[src/rtl/chipset_cfg_pkg.sv]
package chipset_cfg_pkg;
  localparam int REG_COUNT   = 256;
  localparam int SEG_SMALL   = 12;
  localparam int SEG_TOTAL   = SEG_SMALL + 1;
  localparam int BIOS_FIRST  = 8;

  localparam logic [7:0] R_MASK_A   = 8'h21;
  localparam logic [7:0] R_MASK_B   = 8'h22;
  localparam logic [7:0] R_SHADOW0  = 8'h25;
  localparam logic [7:0] R_SHADOW1  = 8'h26;
  localparam logic [7:0] R_SHADOW2  = 8'h27;
  localparam logic [7:0] R_TOPSEG   = 8'h28;
  localparam logic [7:0] R_MASK_C   = 8'h29;
  localparam logic [7:0] R_MASK_D   = 8'h36;
  localparam logic [7:0] R_ONES_RST = 8'h7B;

  // Bits kept when a data-port write lands on register idx.
  function automatic logic [7:0] keep_mask(input logic [7:0] idx);
    case (idx)
      R_MASK_A: keep_mask = 8'hFE;
      R_MASK_B: keep_mask = 8'h7F;
      R_TOPSEG: keep_mask = 8'hE3;
      R_MASK_C: keep_mask = 8'h0F;
      R_MASK_D: keep_mask = 8'h3F;
      default:  keep_mask = 8'hFF;
    endcase
  endfunction

  function automatic logic [7:0] reset_byte(input logic [7:0] idx);
    reset_byte = (idx == R_ONES_RST) ? 8'hFF : 8'h00;
  endfunction
endpackage

[src/rtl/cfg_regfile.sv]
module cfg_regfile
  import chipset_cfg_pkg::*;
#(
  parameter int               ADDR_W   = 16,
  parameter logic [ADDR_W-1:0] IDX_PORT = 16'h0022,
  parameter logic [ADDR_W-1:0] DAT_PORT = 16'h0023,
  parameter logic [7:0]        CPU_BASE = 8'hC0
) (
  input  logic              clk,
  input  logic              rst_n,
  input  logic [ADDR_W-1:0] io_addr,
  input  logic              io_wr,
  input  logic              io_rd,
  input  logic [7:0]        io_wdata,
  output logic [7:0]        io_rdata,
  output logic [25:0]       shadow_ctrl,
  output logic              smram_en
);
  logic [7:0] regs [REG_COUNT];
  logic [7:0] idx_q;

  // Named events for the assertions
  logic idx_wr_ev, dat_wr_ev, cpu_range_rd_ev, stray_wr_ev;
  assign idx_wr_ev       = io_wr && (io_addr == IDX_PORT);
  assign dat_wr_ev       = io_wr && (io_addr == DAT_PORT);
  assign cpu_range_rd_ev = io_rd && (io_addr == DAT_PORT) && (idx_q >= CPU_BASE);
  assign stray_wr_ev     = io_wr && (io_addr != IDX_PORT) && (io_addr != DAT_PORT);

  always_ff @(posedge clk or negedge rst_n) begin
    if (!rst_n) begin
      idx_q <= 8'h00;
      for (int i = 0; i < REG_COUNT; i++) regs[i] <= reset_byte(8'(i));
    end else if (idx_wr_ev) begin
      idx_q <= io_wdata;
    end else if (dat_wr_ev) begin
      regs[idx_q] <= io_wdata & keep_mask(idx_q);
    end
  end

  always_comb begin
    if (!io_rd)                     io_rdata = 8'h00;
    else if (io_addr == IDX_PORT)   io_rdata = idx_q;
    else if (io_addr == DAT_PORT)   io_rdata = (idx_q >= CPU_BASE) ? 8'hFF : regs[idx_q];
    else                            io_rdata = 8'hFF;
  end

  assign shadow_ctrl = {regs[R_TOPSEG][1:0], regs[R_SHADOW2], regs[R_SHADOW1], regs[R_SHADOW0]};
  assign smram_en    = regs[R_TOPSEG][7];


  idx_capture_chk: assert property (@(posedge clk) disable iff (!rst_n)
    idx_wr_ev |=> idx_q == $past(io_wdata));

  cpu_range_chk: assert property (@(posedge clk) disable iff (!rst_n)
    cpu_range_rd_ev |-> io_rdata == 8'hFF);

  mask_lsb_chk: assert property (@(posedge clk) disable iff (!rst_n)
    (dat_wr_ev && idx_q == R_MASK_A) |=> regs[R_MASK_A][0] == 1'b0);

  smram_follow_chk: assert property (@(posedge clk) disable iff (!rst_n)
    (dat_wr_ev && idx_q == R_TOPSEG) |=> smram_en == $past(io_wdata[7]));

  stray_write_chk: assert property (@(posedge clk) disable iff (!rst_n)
    stray_wr_ev |=> $stable(idx_q) && $stable(shadow_ctrl));
endmodule

[src/rtl/shadow_decode.sv]
module shadow_decode
  import chipset_cfg_pkg::*;
(
  input  logic [25:0]          shadow_ctrl,
  output logic [SEG_TOTAL-1:0] rd_int,
  output logic [SEG_TOTAL-1:0] wr_int,
  output logic                 bios_rd,
  output logic                 bios_wr
);
  for (genvar k = 0; k < SEG_SMALL; k++) begin : g_small
    localparam int WBIT = (k / 4) * 8 + (k % 4) * 2;
    assign wr_int[k] = shadow_ctrl[WBIT];
    assign rd_int[k] = shadow_ctrl[WBIT + 1];
  end
  assign wr_int[SEG_SMALL] = shadow_ctrl[24];
  assign rd_int[SEG_SMALL] = shadow_ctrl[25];

  assign bios_rd = |rd_int[SEG_TOTAL-1:BIOS_FIRST];
  assign bios_wr = |wr_int[SEG_TOTAL-1:BIOS_FIRST];
endmodule

[src/rtl/seg_lookup.sv]
module seg_lookup
  import chipset_cfg_pkg::*;
(
  input  logic [19:0]          addr,
  input  logic [SEG_TOTAL-1:0] rd_int,
  input  logic [SEG_TOTAL-1:0] wr_int,
  output logic [1:0]           attr
);
  localparam logic [19:0] LOW_EDGE = 20'hC0000;
  localparam logic [19:0] TOP_EDGE = 20'hF0000;
  logic [3:0] slot;
  assign slot = addr[17:14];

  always_comb begin
    if (addr < LOW_EDGE)       attr = 2'b00;
    else if (addr >= TOP_EDGE) attr = {rd_int[SEG_SMALL], wr_int[SEG_SMALL]};
    else                       attr = {rd_int[slot], wr_int[slot]};
  end
endmodule

[src/rtl/chipset_cfg_top.sv]
module chipset_cfg_top
  import chipset_cfg_pkg::*;
(
  input  logic        clk,
  input  logic        rst_n,
  input  logic [15:0] io_addr,
  input  logic        io_wr,
  input  logic        io_rd,
  input  logic [7:0]  io_wdata,
  output logic [7:0]  io_rdata,
  output logic [12:0] seg_rd_int,
  output logic [12:0] seg_wr_int,
  output logic        bios_shadow_rd,
  output logic        bios_shadow_wr,
  output logic        smram_en,
  input  logic [19:0] query_addr,
  output logic [1:0]  query_attr
);
  logic [25:0] shadow_ctrl;

  cfg_regfile #(.ADDR_W(16)) u_regs (
    .clk(clk), .rst_n(rst_n), .io_addr(io_addr), .io_wr(io_wr), .io_rd(io_rd),
    .io_wdata(io_wdata), .io_rdata(io_rdata), .shadow_ctrl(shadow_ctrl), .smram_en(smram_en)
  );

  shadow_decode u_dec (
    .shadow_ctrl(shadow_ctrl), .rd_int(seg_rd_int), .wr_int(seg_wr_int),
    .bios_rd(bios_shadow_rd), .bios_wr(bios_shadow_wr)
  );

  seg_lookup u_look (
    .addr(query_addr), .rd_int(seg_rd_int), .wr_int(seg_wr_int), .attr(query_attr)
  );


  low_query_chk: assert property (@(posedge clk) disable iff (!rst_n)
    (query_addr < 20'hC0000) |-> query_attr == 2'b00);

  top_query_chk: assert property (@(posedge clk) disable iff (!rst_n)
    (query_addr[19:16] == 4'hF) |-> query_attr == {seg_rd_int[12], seg_wr_int[12]});

  bios_flag_chk: assert property (@(posedge clk) disable iff (!rst_n)
    $onehot0({bios_shadow_rd, 1'b0}) && (bios_shadow_rd || seg_rd_int[12:8] == 5'd0));
endmodule

[config.mk]
export PLATFORM = sky130hd
export DESIGN_NAME = chipset_cfg_top
export DESIGN_NICKNAME = d
export VERILOG_FILES = /design/src/rtl/chipset_cfg_pkg.sv /design/src/rtl/cfg_regfile.sv /design/src/rtl/shadow_decode.sv /design/src/rtl/seg_lookup.sv /design/src/rtl/chipset_cfg_top.sv
export SDC_FILE = /design/constraint.sdc
export NUM_CORES = 2
export LEC_CHECK = 0
export ABC_AREA = 0
export BUFFER_PORTS_ARGS = -buffer_cell sky130_fd_sc_hd__buf_2
export CORE_MARGIN = 2
export CORE_UTILIZATION = 28
export DETAILED_ROUTE_END_ITERATION = 6
export PLACE_DENSITY = 0.44
export SLEW_MARGIN = 25
export SYNTH_ARGS = -nofsm -noshare
export SYNTH_HDL_FRONTEND = slang
export SYNTH_SLANG_ARGS = --single-unit
[constraint.sdc]
create_clock -name clk -period 4.5 [get_ports clk]
set_input_delay 0.225 -clock clk [delete_from_list [all_inputs] [get_ports clk]]
set_output_delay 0.225 -clock clk [all_outputs]
set_load 0.01 [all_outputs]
==> metrics.md <==
| Metric | Value |
|---|---|
| Outcome | `finished, final reports clean` |
| Critical path arrival | `4.27 ns` |
| Via Count | `47240` |
| FF+latch area | `38700 µm²` |
| Min-delay src | `io_wdata[1]` |
| Critical R2R Capture | `u_regs.regs[1780]` |
| Rel. slew slack | `33.7%` |
| Worst reg2reg path depth | `7` |
| Adder-cell share of the synthesized area | `0%` |
| Fin. Hold Viols | `0` |
| Power Density | `363 nW/µm²` |
| Layout Skew | `0.0648 ns` |
| TritonCTS buffer count | `175` |
| Multi-input logic area | `27600 µm²` |
| Vias in the first global route | `47626` |
| Worst setup SP type | `flop` |
| Residual DRC count | `0` |
| Vias per inst | `4.98` |
| Hold Crit Class | `primary input to flop` |
| Final ANT Viol Nets | `0` |
| Detailed placer's ending HPWL | `155000 µm` |
| Pre-Repair DR Iteration Count | `5` |
| FF-to-FF Start | `u_regs.idx_q[1]` |
| Worst-margin pin slew | `0.989 ns` |
| Overall Power | `28.8 mW` |
| Final Util | `32.7%` |
| LEAKAGE | `34.2 nW` |
| Mapped Cells | `6149` |
| Post-synthesis simple-gate area fraction | `10.4%` |
| Mean routed wirelength per cell | `24.5 µm` |
| Compound-gate portion of the synthesized area | `11.8%` |
| Fillers | `24529` |
| Flop2flop setup slack | `0.78 ns` |
| Initial Util | `28.2%` |
| Yosys warns | `0` |
| Psw | `6.67 mW` |
| DIE HEIGHT | `499 µm` |
| Layout cell share with drive strength beyond 1 | `21.0%` |
| Die area | `249000 µm²` |
| Die W | `499 µm` |
| WL final | `232000 µm` |
| Netlist cell types | `65` |
| Area Growth Syn to Fin | `15.9%` |
| Switching portion of total power | `23.1%` |
| IO Count | `87` |
| Top_reg_cell synth | `dfrtp_1` |
| Critical path endpoint category | `output pin` |
| TNS Setup | `0 ns` |
| Num rows | `181` |
| Synth Net Count | `6197` |
| Comb power frac | `2.3%` |
| Root buf cell | `clkbuf_16` |
| Netlist Area Pre-Place | `68600 µm²` |
| Number of port buffers | `72` |
| Sequential share of the synthesized area | `56.3%` |
| CP Class | `flop to output pin` |
| Crit-path max FO | `8` |
| Clock Sinks | `1544` |
| Hold Path Depth | `2` |
| Clk pwr share | `49.5%` |
| Total GRT Usage | `18.7%` |
| CTS tree | `yes` |
| WHS Endpoint | `u_regs.regs[1929]` |
| Clock Path Buffers | `3` |
| Initial DRC count | `3867` |
| Largest net degree at the start of global routing | `144` |
| Synth async-reset ratio | `100%` |
| Max_cap viols | `0` |
| Pint | `22.2 mW` |
| Syn Area/Cell | `11.2 µm²` |
| Tcrit/Tclk final | `99.9%` |
| F_max | `0.222 GHz` |
| Post-synth EDFFs | `0` |
| Fin. max-slew vios | `0` |
| Clock insertion delay at the later pin of the skew report | `0.83 ns` |
| Largest family of logic cells by synthesized area | `multiplexers` |
| Period minus WS final | `4.50 ns` |
| Power share of the sequential group | `48.2%` |
| Synth Register Bits | `1544` |
| Worst EP required | `4.28 ns` |
| Mux contribution to synthesized area | `17.7%` |
| Nets@finish | `6186` |
| RSZ-0062 raised after global routing | `false` |
| Clk slew on worst S/H paths | `0.06 ns` |
| GRT overflow | `0` |
| First-pass GRT wire length | `346000 µm` |
| Max IR drop VDD | `0.000319 V` |
| Htree depth | `4` |
| Core area | `243000 µm²` |
| Post-Synth XOR/XNOR Area | `0%` |
| Initial antenna violation count | `8` |
| Final setup vio count | `0` |
| GPL Wtd Cong | `0.904` |
==> cell families (layout without fill, tap and decap cells) <==
group / after synthesis / after routing
multiplexers: 697 / 697
flip-flops: 1544 / 1544
AND/OR/NAND/NOR: 1794 / 1794
buffers and inverters: 583 / 717
AO/OA/AOI/OAI: 1531 / 1531
other: 0 / 5
==> sequential cells by signal (all words and copies together) (netlist names) <==
register and flops:
u_regs.idx_q 8, u_regs.shadow_ctrl 26, u_regs.smram_en 1, u_regs.regs 1509
==> worst max-delay path by stage <==
stage                          startpoint  depth (start not counted)           to  slack (ns)
after global routing      u_regs.idx_q[1]                         11  io_rdata[2]       0.002
after floorplan           u_regs.idx_q[0]                          8  io_rdata[1]        1.87
after global placement    u_regs.idx_q[0]                         12  io_rdata[1]        0.31
after CTS                 u_regs.idx_q[1]                         10  io_rdata[1]       0.002
after detailed placement  u_regs.idx_q[0]                         12  io_rdata[1]        0.35
final                     u_regs.idx_q[1]                          8  io_rdata[3]       0.004
==> stage by stage <==
step	hold slack (ns)	cell area, µm²	cells	setup WS (ns)
finish	0.0366	79500	9490	0.00413
floorplan	-0.0706	68600	6149	1.87
CTS	0.00985	79400	9483	0.00163
global placement	0.364	73400	9140	0.309
detailed placement	0.377	73400	9140	0.349
global route	0.0446	79500	9486	0.00153
==> routing by layer <==
layer / GRT usage [%] / wire (µm) / up-vias
met1: 26.4 / 106000 / 24169
met5: 0 / 0 / -
li1: - / - / 21562
met4: 6.47 / 8480 / 0
met2: 28.9 / 105000 / 1166
met3: 3.33 / 12500 / 343
==> synthesized netlist by cell type, types with 3 or more instances <==
cell type / count / area, µm²
o21ai_0: 1320 / 6610
buf_4: 49 / 368
a2111oi_0: 7 / 61.3
nand2_2: 8 / 50.1
mux2_2: 207 / 2330
a32o_1: 3 / 30.0
a32oi_1: 3 / 26.3
buf_1: 13 / 48.8
clkbuf_1: 411 / 1540
nor3_1: 17 / 85.1
or4_1: 3 / 22.5
a31oi_1: 6 / 37.5
inv_1: 3 / 11.3
nand4_1: 6 / 37.5
a22o_1: 6 / 52.6
o22ai_1: 9 / 56.3
nor2_2: 5 / 31.3
o211ai_1: 5 / 37.5
buf_6: 15 / 169
o21ai_1: 36 / 180
a211oi_1: 9 / 67.6
nor2_1: 33 / 124
nor3_2: 3 / 30.0
a21oi_1: 38 / 190
a22oi_1: 52 / 390
mux2i_1: 99 / 991
nor4_1: 4 / 25.0
and4_1: 4 / 35.0
a221oi_1: 5 / 43.8
buf_2: 88 / 440
and2_1: 24 / 150
nor2b_1: 10 / 62.6
nand3_1: 62 / 310
nand2_1: 1590 / 5970
dfrtp_1: 1536 / 38400
dfstp_2: 8 / 210
and3_1: 9 / 56.3
nand2b_1: 4 / 25.0
mux4_2: 391 / 8810
o2111ai_1: 10 / 87.6
o32ai_1: 7 / 61.3
==> cell usage in the layout (no fill, tap or decap), drive strengths merged, types with 9 or more instances in the layout <==
cell type,count
clkinv,32
and2,24
nand2,1598
clkbuf,277
inv,13
dfrtp,1536
mux4,391
o21ai,1356
and3,9
o22ai,9
a22oi,52
nor3,20
nor2b,10
mux2,207
mux2i,99
o2111ai,10
a211oi,9
buf,380
nand3,62
a21oi,38
nor2,38
==> area by class of cell <==
class                      instances  share of cell area (%)
sequential                      1544                    48.6
multi-input combinational       4022                    34.7
clock buffer                     276                    6.62
tap                             3202                    5.04
timing repair buffer             390                    4.41
clock inverter                    46                   0.604
inverter                           5                  0.0330
antenna                            5                  0.0157
==> power groups by stage <==
| stage | logic (mW) | clock network (mW) | registers, mW |
|---|---|---|---|
| 6_report | 0.667 | 14.3 | 13.9 |
| 5_1_grt | 0.750 | 15.3 | 13.9 |
| 4_1_cts | 0.697 | 14.7 | 13.9 |
| 3_5_place_dp | 0.689 | 0 | 14.1 |
| 3_3_place_gp | 0.676 | 0 | 14.1 |
| 2_1_floorplan | 0.166 | 0 | 14.1 |
==> timing repair <==
action	4_1_cts	5_1_grt
cloned	1	1
buffers inserted	12	2
hold endpoints to repair	112	0
pin swaps	1	1
resized for setup	17	9
hold buffers	8	0
setup endpoints to repair	8	6
==> worst max-delay path, stage by stage, from the launching register on <==
cell and delay (ns):
dfrtp_4 0.58, buf_4 0.18, mux4_2 0.53, mux2i_1 0.70, o22ai_1 0.19, a211oi_1 0.51
nand4_1 0.16, o221a_1 0.37, buf_2 0.19
No activity file was read; power rests on OpenSTA's default activity.
